**src/rtl/cas_pkg.sv**
```systemverilog
package cas_pkg;

    typedef enum logic [2:0] {
        OP_ADD_NZ = 3'd0,
        OP_ADD_Z  = 3'd1,
        OP_SUB_NZ = 3'd2,
        OP_SUB_Z  = 3'd3,
        OP_PICK   = 3'd4,
        OP_PICKN  = 3'd5,
        OP_RSV6   = 3'd6,
        OP_RSV7   = 3'd7
    } cas_op_e;

    typedef struct packed {
        logic v;
        logic sv;
        logic av;
        logic sav;
    } cas_flags_t;

endpackage

```
**src/rtl/cas_cond_eval.sv**
```systemverilog
module cas_cond_eval
    import cas_pkg::*;
#(
    parameter int W = 32
) (
    input  logic [W-1:0] cond_i,
    input  cas_op_e      op_i,
    output logic         arith_o,
    output logic         sub_o,
    output logic         fire_o,
    output logic         pick_o,
    output logic         take_a_o
);

    logic cond_nz;

    assign cond_nz = |cond_i;

    always_comb begin
        arith_o  = 1'b0;
        sub_o    = 1'b0;
        fire_o   = 1'b0;
        pick_o   = 1'b0;
        take_a_o = 1'b1;
        unique case (op_i)
            OP_ADD_NZ: begin arith_o = 1'b1; fire_o = cond_nz;  end
            OP_ADD_Z:  begin arith_o = 1'b1; fire_o = !cond_nz; end
            OP_SUB_NZ: begin arith_o = 1'b1; sub_o = 1'b1; fire_o = cond_nz;  end
            OP_SUB_Z:  begin arith_o = 1'b1; sub_o = 1'b1; fire_o = !cond_nz; end
            OP_PICK:   begin pick_o = 1'b1; take_a_o = cond_nz;  end
            OP_PICKN:  begin pick_o = 1'b1; take_a_o = !cond_nz; end
            default:   begin take_a_o = 1'b1; end
        endcase
    end

endmodule

```
**src/rtl/cas_arith.sv**
```systemverilog
module cas_arith #(
    parameter int W = 32
) (
    input  logic [W-1:0] a_i,
    input  logic [W-1:0] b_i,
    input  logic         sub_i,
    output logic [W-1:0] sum_o,
    output logic         ovf_o,
    output logic         aovf_o
);

    logic [W-1:0] b_eff;
    logic [W-1:0] res_xor_a;
    logic [W-1:0] a_xor_b;
    logic [W-1:0] ovf_vec;

    // one adder for both directions: subtract is A + ~B + 1
    assign b_eff     = sub_i ? ~b_i : b_i;
    assign sum_o     = a_i + b_eff + {{(W-1){1'b0}}, sub_i};
    assign res_xor_a = sum_o ^ a_i;
    assign a_xor_b   = a_i ^ b_i;
    assign ovf_vec   = sub_i ? (res_xor_a & a_xor_b) : (res_xor_a & ~a_xor_b);
    assign ovf_o     = ovf_vec[W-1];
    assign aovf_o    = sum_o[W-1] ^ sum_o[W-2];

endmodule

```
**src/rtl/cas_imm_ext.sv**
```systemverilog
module cas_imm_ext #(
    parameter int W          = 32,
    parameter int IMM_W      = 9,
    parameter bit IMM_SIGNED = 1'b1
) (
    input  logic [IMM_W-1:0] imm_i,
    output logic [W-1:0]     ext_o
);

    localparam int PAD_W = W - IMM_W;

    generate
        if (IMM_SIGNED) begin : g_sext
            assign ext_o = {{PAD_W{imm_i[IMM_W-1]}}, imm_i};
        end else begin : g_zext
            assign ext_o = {{PAD_W{1'b0}}, imm_i};
        end
    endgenerate

endmodule

```
**src/rtl/cas_select_unit.sv**
```systemverilog
module cas_select_unit
    import cas_pkg::*;
#(
    parameter int W          = 32,
    parameter int IMM_W      = 9,
    parameter bit IMM_SIGNED = 1'b1
) (
    input  logic             clk,
    input  logic             rst_n,
    input  logic             clear_sticky_i,
    input  logic [2:0]       op_i,
    input  logic [W-1:0]     a_i,
    input  logic [W-1:0]     b_i,
    input  logic [W-1:0]     cond_i,
    input  logic             use_imm_i,
    input  logic [IMM_W-1:0] imm_i,
    output logic [W-1:0]     res_o,
    output logic             v_o,
    output logic             sv_o,
    output logic             av_o,
    output logic             sav_o
);

    typedef struct packed {
        logic [W-1:0] res;
        cas_flags_t   fl;
    } cas_state_t;

    cas_op_e      op_e;
    logic [W-1:0] imm_ext;
    logic [W-1:0] b_op;
    logic         is_arith;
    logic         is_sub;
    logic         fires;
    logic         is_pick;
    logic         take_a;
    logic [W-1:0] sum;
    logic         ovf;
    logic         aovf;

    cas_state_t state_d;
    cas_state_t state_q;

    assign op_e = cas_op_e'(op_i);
    assign b_op = use_imm_i ? imm_ext : b_i;

    cas_imm_ext #(
        .W          (W),
        .IMM_W      (IMM_W),
        .IMM_SIGNED (IMM_SIGNED)
    ) u_imm (
        .imm_i (imm_i),
        .ext_o (imm_ext)
    );

    cas_cond_eval #(
        .W (W)
    ) u_cond (
        .cond_i   (cond_i),
        .op_i     (op_e),
        .arith_o  (is_arith),
        .sub_o    (is_sub),
        .fire_o   (fires),
        .pick_o   (is_pick),
        .take_a_o (take_a)
    );

    cas_arith #(
        .W (W)
    ) u_arith (
        .a_i    (a_i),
        .b_i    (b_op),
        .sub_i  (is_sub),
        .sum_o  (sum),
        .ovf_o  (ovf),
        .aovf_o (aovf)
    );

    always_comb begin
        state_d        = state_q;
        state_d.res    = a_i;
        state_d.fl.sv  = clear_sticky_i ? 1'b0 : state_q.fl.sv;
        state_d.fl.sav = clear_sticky_i ? 1'b0 : state_q.fl.sav;
        if (is_arith && fires) begin
            state_d.res    = sum;
            state_d.fl.v   = ovf;
            state_d.fl.av  = aovf;
            state_d.fl.sv  = state_d.fl.sv  | ovf;
            state_d.fl.sav = state_d.fl.sav | aovf;
        end else if (is_pick) begin
            state_d.res = take_a ? a_i : b_op;
        end
    end

    always_ff @(posedge clk) begin
        if (!rst_n) begin
            state_q <= '0;
        end else begin
            state_q <= state_d;
        end
    end

    assign res_o = state_q.res;
    assign v_o   = state_q.fl.v;
    assign sv_o  = state_q.fl.sv;
    assign av_o  = state_q.fl.av;
    assign sav_o = state_q.fl.sav;

endmodule

```
**config.mk**
```make
export PLATFORM = sky130hd
export DESIGN_NAME = cas_select_unit
export DESIGN_NICKNAME = d
export VERILOG_FILES = /design/src/rtl/cas_pkg.sv /design/src/rtl/cas_cond_eval.sv /design/src/rtl/cas_arith.sv /design/src/rtl/cas_imm_ext.sv /design/src/rtl/cas_select_unit.sv
export SDC_FILE = /design/constraint.sdc
export NUM_CORES = 1
export LEC_CHECK = 0
export BUFFER_PORTS_ARGS = -buffer_cell sky130_fd_sc_hd__buf_2
export CAP_MARGIN = 40
export CORE_UTILIZATION = 55
export DETAILED_ROUTE_END_ITERATION = 6
export PLACE_DENSITY = 0.86
export SYNTH_ARGS = -nofsm -noshare
export SYNTH_HDL_FRONTEND = slang
export SYNTH_SLANG_ARGS = --single-unit
```
**constraint.sdc**
```tcl
create_clock -name clk -period 9.5 [get_ports clk]
set_clock_uncertainty 0.2 [all_clocks]
set_input_delay 1.425 -clock clk [delete_from_list [all_inputs] [get_ports clk]]
set_output_delay 1.425 -clock clk [all_outputs]
set_load 0.01 [all_outputs]
```
==> results.yml, run 1 <==
clock_network:
  post_cts_resized: 0
  h-tree-depth: 2
  cts_tree: "built"
  post-cts-setup-buffer-count: 0
  cts-root-buf: "clkbuf_8"
  cts_inserted_buffers: 5
  worstSkewPairLatency_ns: 0.29
  hold_buffers: 0
  clk_path_buf_depth: 2
  cts.reportedPaths.clkPinSlew_ns: 0.08
  cts.sinks: 36
placed_design:
  hpwlAfterDp_mm: 9.07
  place.gp.congestion: 0.921
  portBuffers: 147
floorplan:
  ios: 148
  initial_utilization_pct: 57.0
  dieArea_um2: 7420
  core_area_um2: 6830
  chipWidth_um: 86.1
  die_h_um: 86.1
  num_rows: 30
route:
  wl_per_cell_um: 16.2
  num_vias: 4376
  drtAntennaViolNets: 0
  vias_per_cell: 6.03
  firstDrtPassIters: 5
  routed_wirelength_mm: 11.8
  drt_iter0_drc: 232
  drcViolationCount: 0
sta:
  period_share_pct: 55.9
  finalSetupViolCount: 0
  clock.fmax_mhz: 188
  fin_tns_setup_ns: 0
  final_max_slew_viol_count: 0
  finalHoldViolCount: 0
  tightest_slew_ns: 0.792
  hold_slack_ns: 0.314
  slew_headroom_pct: 46.9
  fin_crit_ns: 5.31
  rsz0062_at_grt: "false"
synth:
  avgSynthCellArea_um2: 7.82
  synth_area_leader_cell: "dfxtp_1"
  syn_area_um2: 3890
  ys_ff_latch: 36
  yosys_most_used_dff: "dfxtp_1"
  yosysUniqueCellTypes: 59
  yosys.area.top_type_share_pct: 18.5
  synth-edff-count: 0
  async_reset_ff_share_pct: 0
  netlist_top_cells_area: "dfxtp_1 (19%), xnor2_1 (10%), ha_1 (9.6%)"
  seq_area_frac_synth_pct: 18.5
  syn-num-nets: 641
  syn_inst: 498
  yosys_warnings: 0
global_route:
  grt_pass1_vias: 4227
  grt_overflow: 0
  track_usage_pct: 32.3
  grt_antenna_before_repair: 0
  grt_max_degree: 29
  grt_pass1_wl_mm: 19.2
power:
  peakVddDrop_v: 0.0000695
  power.density_nw_per_um2: 133
  leakage_nw: 2.28
job:
  max_cap_viol_count: 0
setup_path:
  worstSetupStartpointType: "primary input"
  cp.required_ns: 9.52
  cp-end-kind: "register"
  critPathKind: "in2reg"
  crit_arrival_ns: 5.33
  worst-path-max-fanout: 25
layout:
  area_delta_synth_final_pct: 23.6
  multi_input_area_um2: 3040
  drive_gt1_share_pct: 28.3
  regArea_um2: 721
  nFillCells: 587
  n_antenna_cell: 0
  nNetsFinal: 772
run_status:
  status: "finished, final reports clean"
hold_path:
  worstHoldPathType: "reg2reg"
cell type report:
class / instances / share of cell area, %
clock buffer: 8 / 1.87
multi-input combinational: 426 / 63.2
tap: 96 / 2.50
sequential: 36 / 15.0
timing repair buffer: 155 / 17.1
inverter: 5 / 0.390
layer usage:
metal  wire length (µm)  vias to the layer above  share of wire [%]  GRT usage (%)
met1               4830                     2009                 41           39.2
met2               5650                      214                 48           56.6
met3                890                       43                7.6           4.62
met4                382                        0                3.3           13.8
li1                   -                     2110                  -              -
met5                  0                        -                  0              0
path summary, 6_finish.rpt:
kind	startpoint	to	slack [ns]	depth (start not counted)
max	use_imm_i	res_o[28]$_SDFF_PN0_	4.19	14
min	sv_o$_SDFF_PN0_	sv_o$_SDFF_PN0_	0.31	2
max reg2reg	v_o$_SDFFE_PN0P_	v_o$_SDFFE_PN0P_	8.62	2
min reg2reg	sv_o$_SDFF_PN0_	sv_o$_SDFF_PN0_	0.31	2
cell usage in the layout, fill, tap and decap left out, types with 14 or more instances in the layout:
cell,n
buf_2,147
dfxtp_1,36
o21ai_0,17
xnor2_1,46
ha_1,30
nand2_1,26
a21o_1,35
a21oi_1,56
mux2i_1,14
nor2_1,46
cell usage after synthesis, types with 2 or more instances:
master    count
a211oi_1      9
a21boi_0      3
a21o_1       35
a21oi_1      56
a221oi_1     11
a22oi_1       5
a311oi_1      3
a31oi_1       3
and2_1        4
and3_1        2
buf_1         3
clkbuf_1     26
dfxtp_1      36
ha_1         30
inv_1         4
mux2_2        2
mux2i_1      14
nand2_1      26
nand2b_1      6
nand3_1      11
nand3b_1      2
nand4_1       9
nand4b_1      2
nor2_1       46
nor2b_1       8
nor3_1        4
nor3b_1       3
nor4_1       12
o211ai_1      3
o21a_1        4
o21ai_0      17
o21bai_1      4
o221ai_1      2
o22ai_1       6
or2_2         2
or3_1         5
xnor2_1      46
xor2_1       13
state kept, by name, summed over array words and instances, names as in the netlist:
name / cells
res_o: 32
sv_o: 1
av_o: 1
sav_o: 1
v_o: 1
kinds of logic (layout without fill, tap and decap cells):
family | Yosys count | after routing | synth area share (%)
buf+inv | 36 | 168 | 3.69
flops | 36 | 36 | 18.5
mux | 18 | 18 | 4.92
fa+ha+maj | 31 | 31 | 10.2
compound gates | 175 | 175 | 31.2
xor+xnor | 59 | 59 | 13.3
simple gates | 143 | 143 | 18.2
critical path, stage by stage:
cell      delay (ns)
buf_2           0.27
clkinv_1        0.71
a21oi_1         0.47
xnor2_1         0.17
ha_1            0.33
a21oi_1         0.14
o21ai_0         0.14
a211oi_1        0.33
o31a_1          0.27
o21ai_1         0.12
a21o_1          0.22
a311oi_1        0.29
mux2_2          0.36
o21ai_0         0.07
metrics by stage:
stage,setup WS [ns],power [W],util (%),area (µm²),cells
4_1_cts,4.26,0.000637,70.4,4810,726
3_5_place_dp,3.98,0.000515,69.1,4720,718
5_1_grt,3.89,0.000684,70.4,4810,726
6_report,4.19,0.000638,70.4,4810,726
3_3_place_gp,4.08,0.000506,68.4,4670,715
2_1_floorplan,4.01,0.000421,-,3890,498
power by group:
group / internal, W / switching [W]
clock: 0.0000594 / 0.0000605
combinational: 0.000153 / 0.000193
sequential: 0.000167 / 0.00000483
total: 0.000379 / 0.000259
No activity file was read; power rests on OpenSTA's default activity.
==> run 2, diff against run 1 <==
--- a/config.mk
+++ b/config.mk
@@ -5,11 +5,12 @@
 export SDC_FILE = /design/constraint.sdc
 export NUM_CORES = 1
 export LEC_CHECK = 0
+export ABC_AREA = 1
 export BUFFER_PORTS_ARGS = -buffer_cell sky130_fd_sc_hd__buf_2
 export CAP_MARGIN = 40
-export CORE_UTILIZATION = 55
+export CORE_UTILIZATION = 47
 export DETAILED_ROUTE_END_ITERATION = 6
-export PLACE_DENSITY = 0.86
+export PLACE_DENSITY = 0.77
 export SYNTH_ARGS = -nofsm -noshare
 export SYNTH_HDL_FRONTEND = slang
 export SYNTH_SLANG_ARGS = --single-unit
==> constraint.sdc (replaced) <==
create_clock -name clk -period 4.4 [get_ports clk]
set_clock_uncertainty 0.2 [all_clocks]
set_input_delay 0.66 -clock clk [delete_from_list [all_inputs] [get_ports clk]]
set_output_delay 0.66 -clock clk [all_outputs]
set_load 0.01 [all_outputs]
==> results.yml, run 2 <==
run_status:
  status: "finished, final reports clean"
layout:
  nNetsFinal: 975
  final_util_pct: 58.9
  n_antenna_cell: 0
  nFillCells: 898
  drive_gt1_share_pct: 22.8
  layout_common_cells: "nand2_1 (218), buf_2 (147), a21oi_1 (70)"
  area_delta_synth_final_pct: 21.5
  final_cell_count_no_fill: 941
  largest_reg_flops: 32
  layout_commonest_cell: "nand2_1"
synth:
  syn_area_um2: 4210
  synth_xor_area_share_pct: 9.81
  ys_ff_latch: 36
  netlist_top_cells_area: "nand2_1 (19%), dfxtp_1 (17%), ha_1 (8.9%)"
  seq_area_frac_synth_pct: 17.1
  synth_most_common_cell: "nand2_1"
  synth_compound_area_share_pct: 18.5
  synth-edff-count: 0
  synth_top_family_by_area: "simple AND/OR/NAND/NOR gates"
  yosys_warnings: 0
  async_reset_ff_share_pct: 0
  synthMuxAreaShare_pct: 0
  syn-num-nets: 836
  avgSynthCellArea_um2: 6.08
  synth_area_leader_cell: "nand2_1"
  synthTopCellsByCount: "nand2_1 (218), a21oi_1 (70), nor2_1 (66)"
  synth_fa_ha_area_share_pct: 9.39
  yosys_most_used_dff: "dfxtp_1"
  yosys.area_share.simple_pct: 36.7
  syn_inst: 693
  yosysUniqueCellTypes: 40
  yosys.area.top_type_share_pct: 19.4
floorplan:
  initial_utilization_pct: 48.5
  dieArea_um2: 9340
  chipWidth_um: 96.6
  ios: 148
  die_h_um: 96.6
  core_area_um2: 8680
  num_rows: 34
clock_network:
  worstSkewPairLatency_ns: 0.29
  post-cts-setup-buffer-count: 0
  cts_tree: "built"
  cts-root-buf: "clkbuf_8"
  cts_inserted_buffers: 5
  clk_path_buf_depth: 2
  cts.reportedPaths.clkPinSlew_ns: 0.07
  hold_buffers: 0
  cts.sinks: 36
  h-tree-depth: 2
  post_cts_resized: 0
route:
  routed_wirelength_mm: 13.4
  firstDrtPassIters: 5
  drt_iter0_drc: 258
  vias_per_cell: 5.26
  num_vias: 4951
  drtAntennaViolNets: 0
  drcViolationCount: 0
  wl_per_cell_um: 14.2
setup_path:
  worstSetupStartpointType: "primary input"
  crit_arrival_ns: 3.37
  cp.required_ns: 4.38
  critPathKind: "in2reg"
  cp-end-kind: "register"
  worst-path-max-fanout: 10
sta:
  final_max_slew_viol_count: 0
  tightest_slew_ns: 0.664
  clock.fmax_mhz: 295
  final.setup.worst_slack_ns: 1.01
  rsz0062_at_grt: "false"
  period_share_pct: 76.9
  fin_crit_ns: 3.39
  fin_tns_setup_ns: 0
  finalHoldViolCount: 0
  slew_headroom_pct: 55.7
  finalSetupViolCount: 0
global_route:
  grt_overflow: 0
  grt_pass1_wl_mm: 21.9
  grt_max_degree: 39
  grt_antenna_before_repair: 0
  track_usage_pct: 28.5
  grt_pass1_vias: 4762
placed_design:
  hpwlAfterDp_mm: 10.7
  place_worst_setup_slack_ns: 0.742
  portBuffers: 147
  place.gp.congestion: 0.956
  dp_cells: 933
job:
  max_cap_viol_count: 0
power:
  power.density_nw_per_um2: 274
  leakage_nw: 2.76
  peakVddDrop_v: 0.000131
hold_path:
  worstHoldPathType: "reg2reg"
run 2: critical path, stage by stage:
cell and delay, ns:
buf_2 0.17, nand2_2 0.10, clkinv_1 0.29, a21oi_1 0.31, xor2_1 0.11, ha_1 0.40
nand2_1 0.14, nor3_1 0.24, nand2_1 0.11, nor4_1 0.17, nand2_1 0.16, nand2_1 0.12
nand2_1 0.05, nand2_1 0.09, nand3_1 0.10, nand3_2 0.07, a21oi_1 0.07
run 2: area by class of cell:
cell class / count / area (µm²) / area share (%)
Multi-Input combinational cell: 578 / 3130 / 61.2
Sequential cell: 36 / 721 / 14.1
Inverter: 59 / 231 / 4.53
Clock buffer: 8 / 90.1 / 1.76
Timing Repair Buffer: 152 / 806 / 15.8
Tap cell: 108 / 135 / 2.64
run 2: per-layer routing:
metal / part of all wire, % / vias up / track usage (%)
li1: - / 2551 / -
met1: 46 / 2191 / 38.1
met2: 46 / 189 / 47.9
met3: 5.9 / 20 / 3.76
met4: 1.5 / 0 / 7.81
met5: 0 / - / 0
run 2: cells by family (layout without fill, tap and decap cells):
family,Yosys count,in the layout
xor+xnor,45,45
compound gates,139,139
buf+inv,79,219
fa+ha+maj,31,31
flops,36,36
simple gates,363,363
run 2: worst paths after layout:
path / start / endpoint / slack [ns] / cells after the start
setup / recovery: use_imm_i / av_o$_SDFFE_PN0P_ / 1.01 / 17
hold / removal: v_o$_SDFFE_PN0P_ / v_o$_SDFFE_PN0P_ / 0.26 / 2
setup reg to reg: av_o$_SDFFE_PN0P_ / av_o$_SDFFE_PN0P_ / 3.61 / 2
hold reg to reg: v_o$_SDFFE_PN0P_ / v_o$_SDFFE_PN0P_ / 0.26 / 2
run 2: power breakdown:
group          switching [W]  internal (W)  total [W]
clock               0.000131      0.000128   0.000259
sequential        0.00000739      0.000357   0.000365
combinational       0.000484      0.000292   0.000776
run 2: stage by stage:
| stage | instance area [µm²] | total power (W) | hold slack (ns) |
|---|---|---|---|
| after CTS | 5110 | 0.00140 | 0.268 |
| after global routing | 5110 | 0.00150 | 0.289 |
| after floorplan | 4210 | 0.000915 | 0.287 |
| after detailed placement | 5020 | 0.00114 | 0.257 |
| final | 5110 | 0.00140 | 0.263 |
| after global placement | 5000 | 0.00112 | 0.253 |
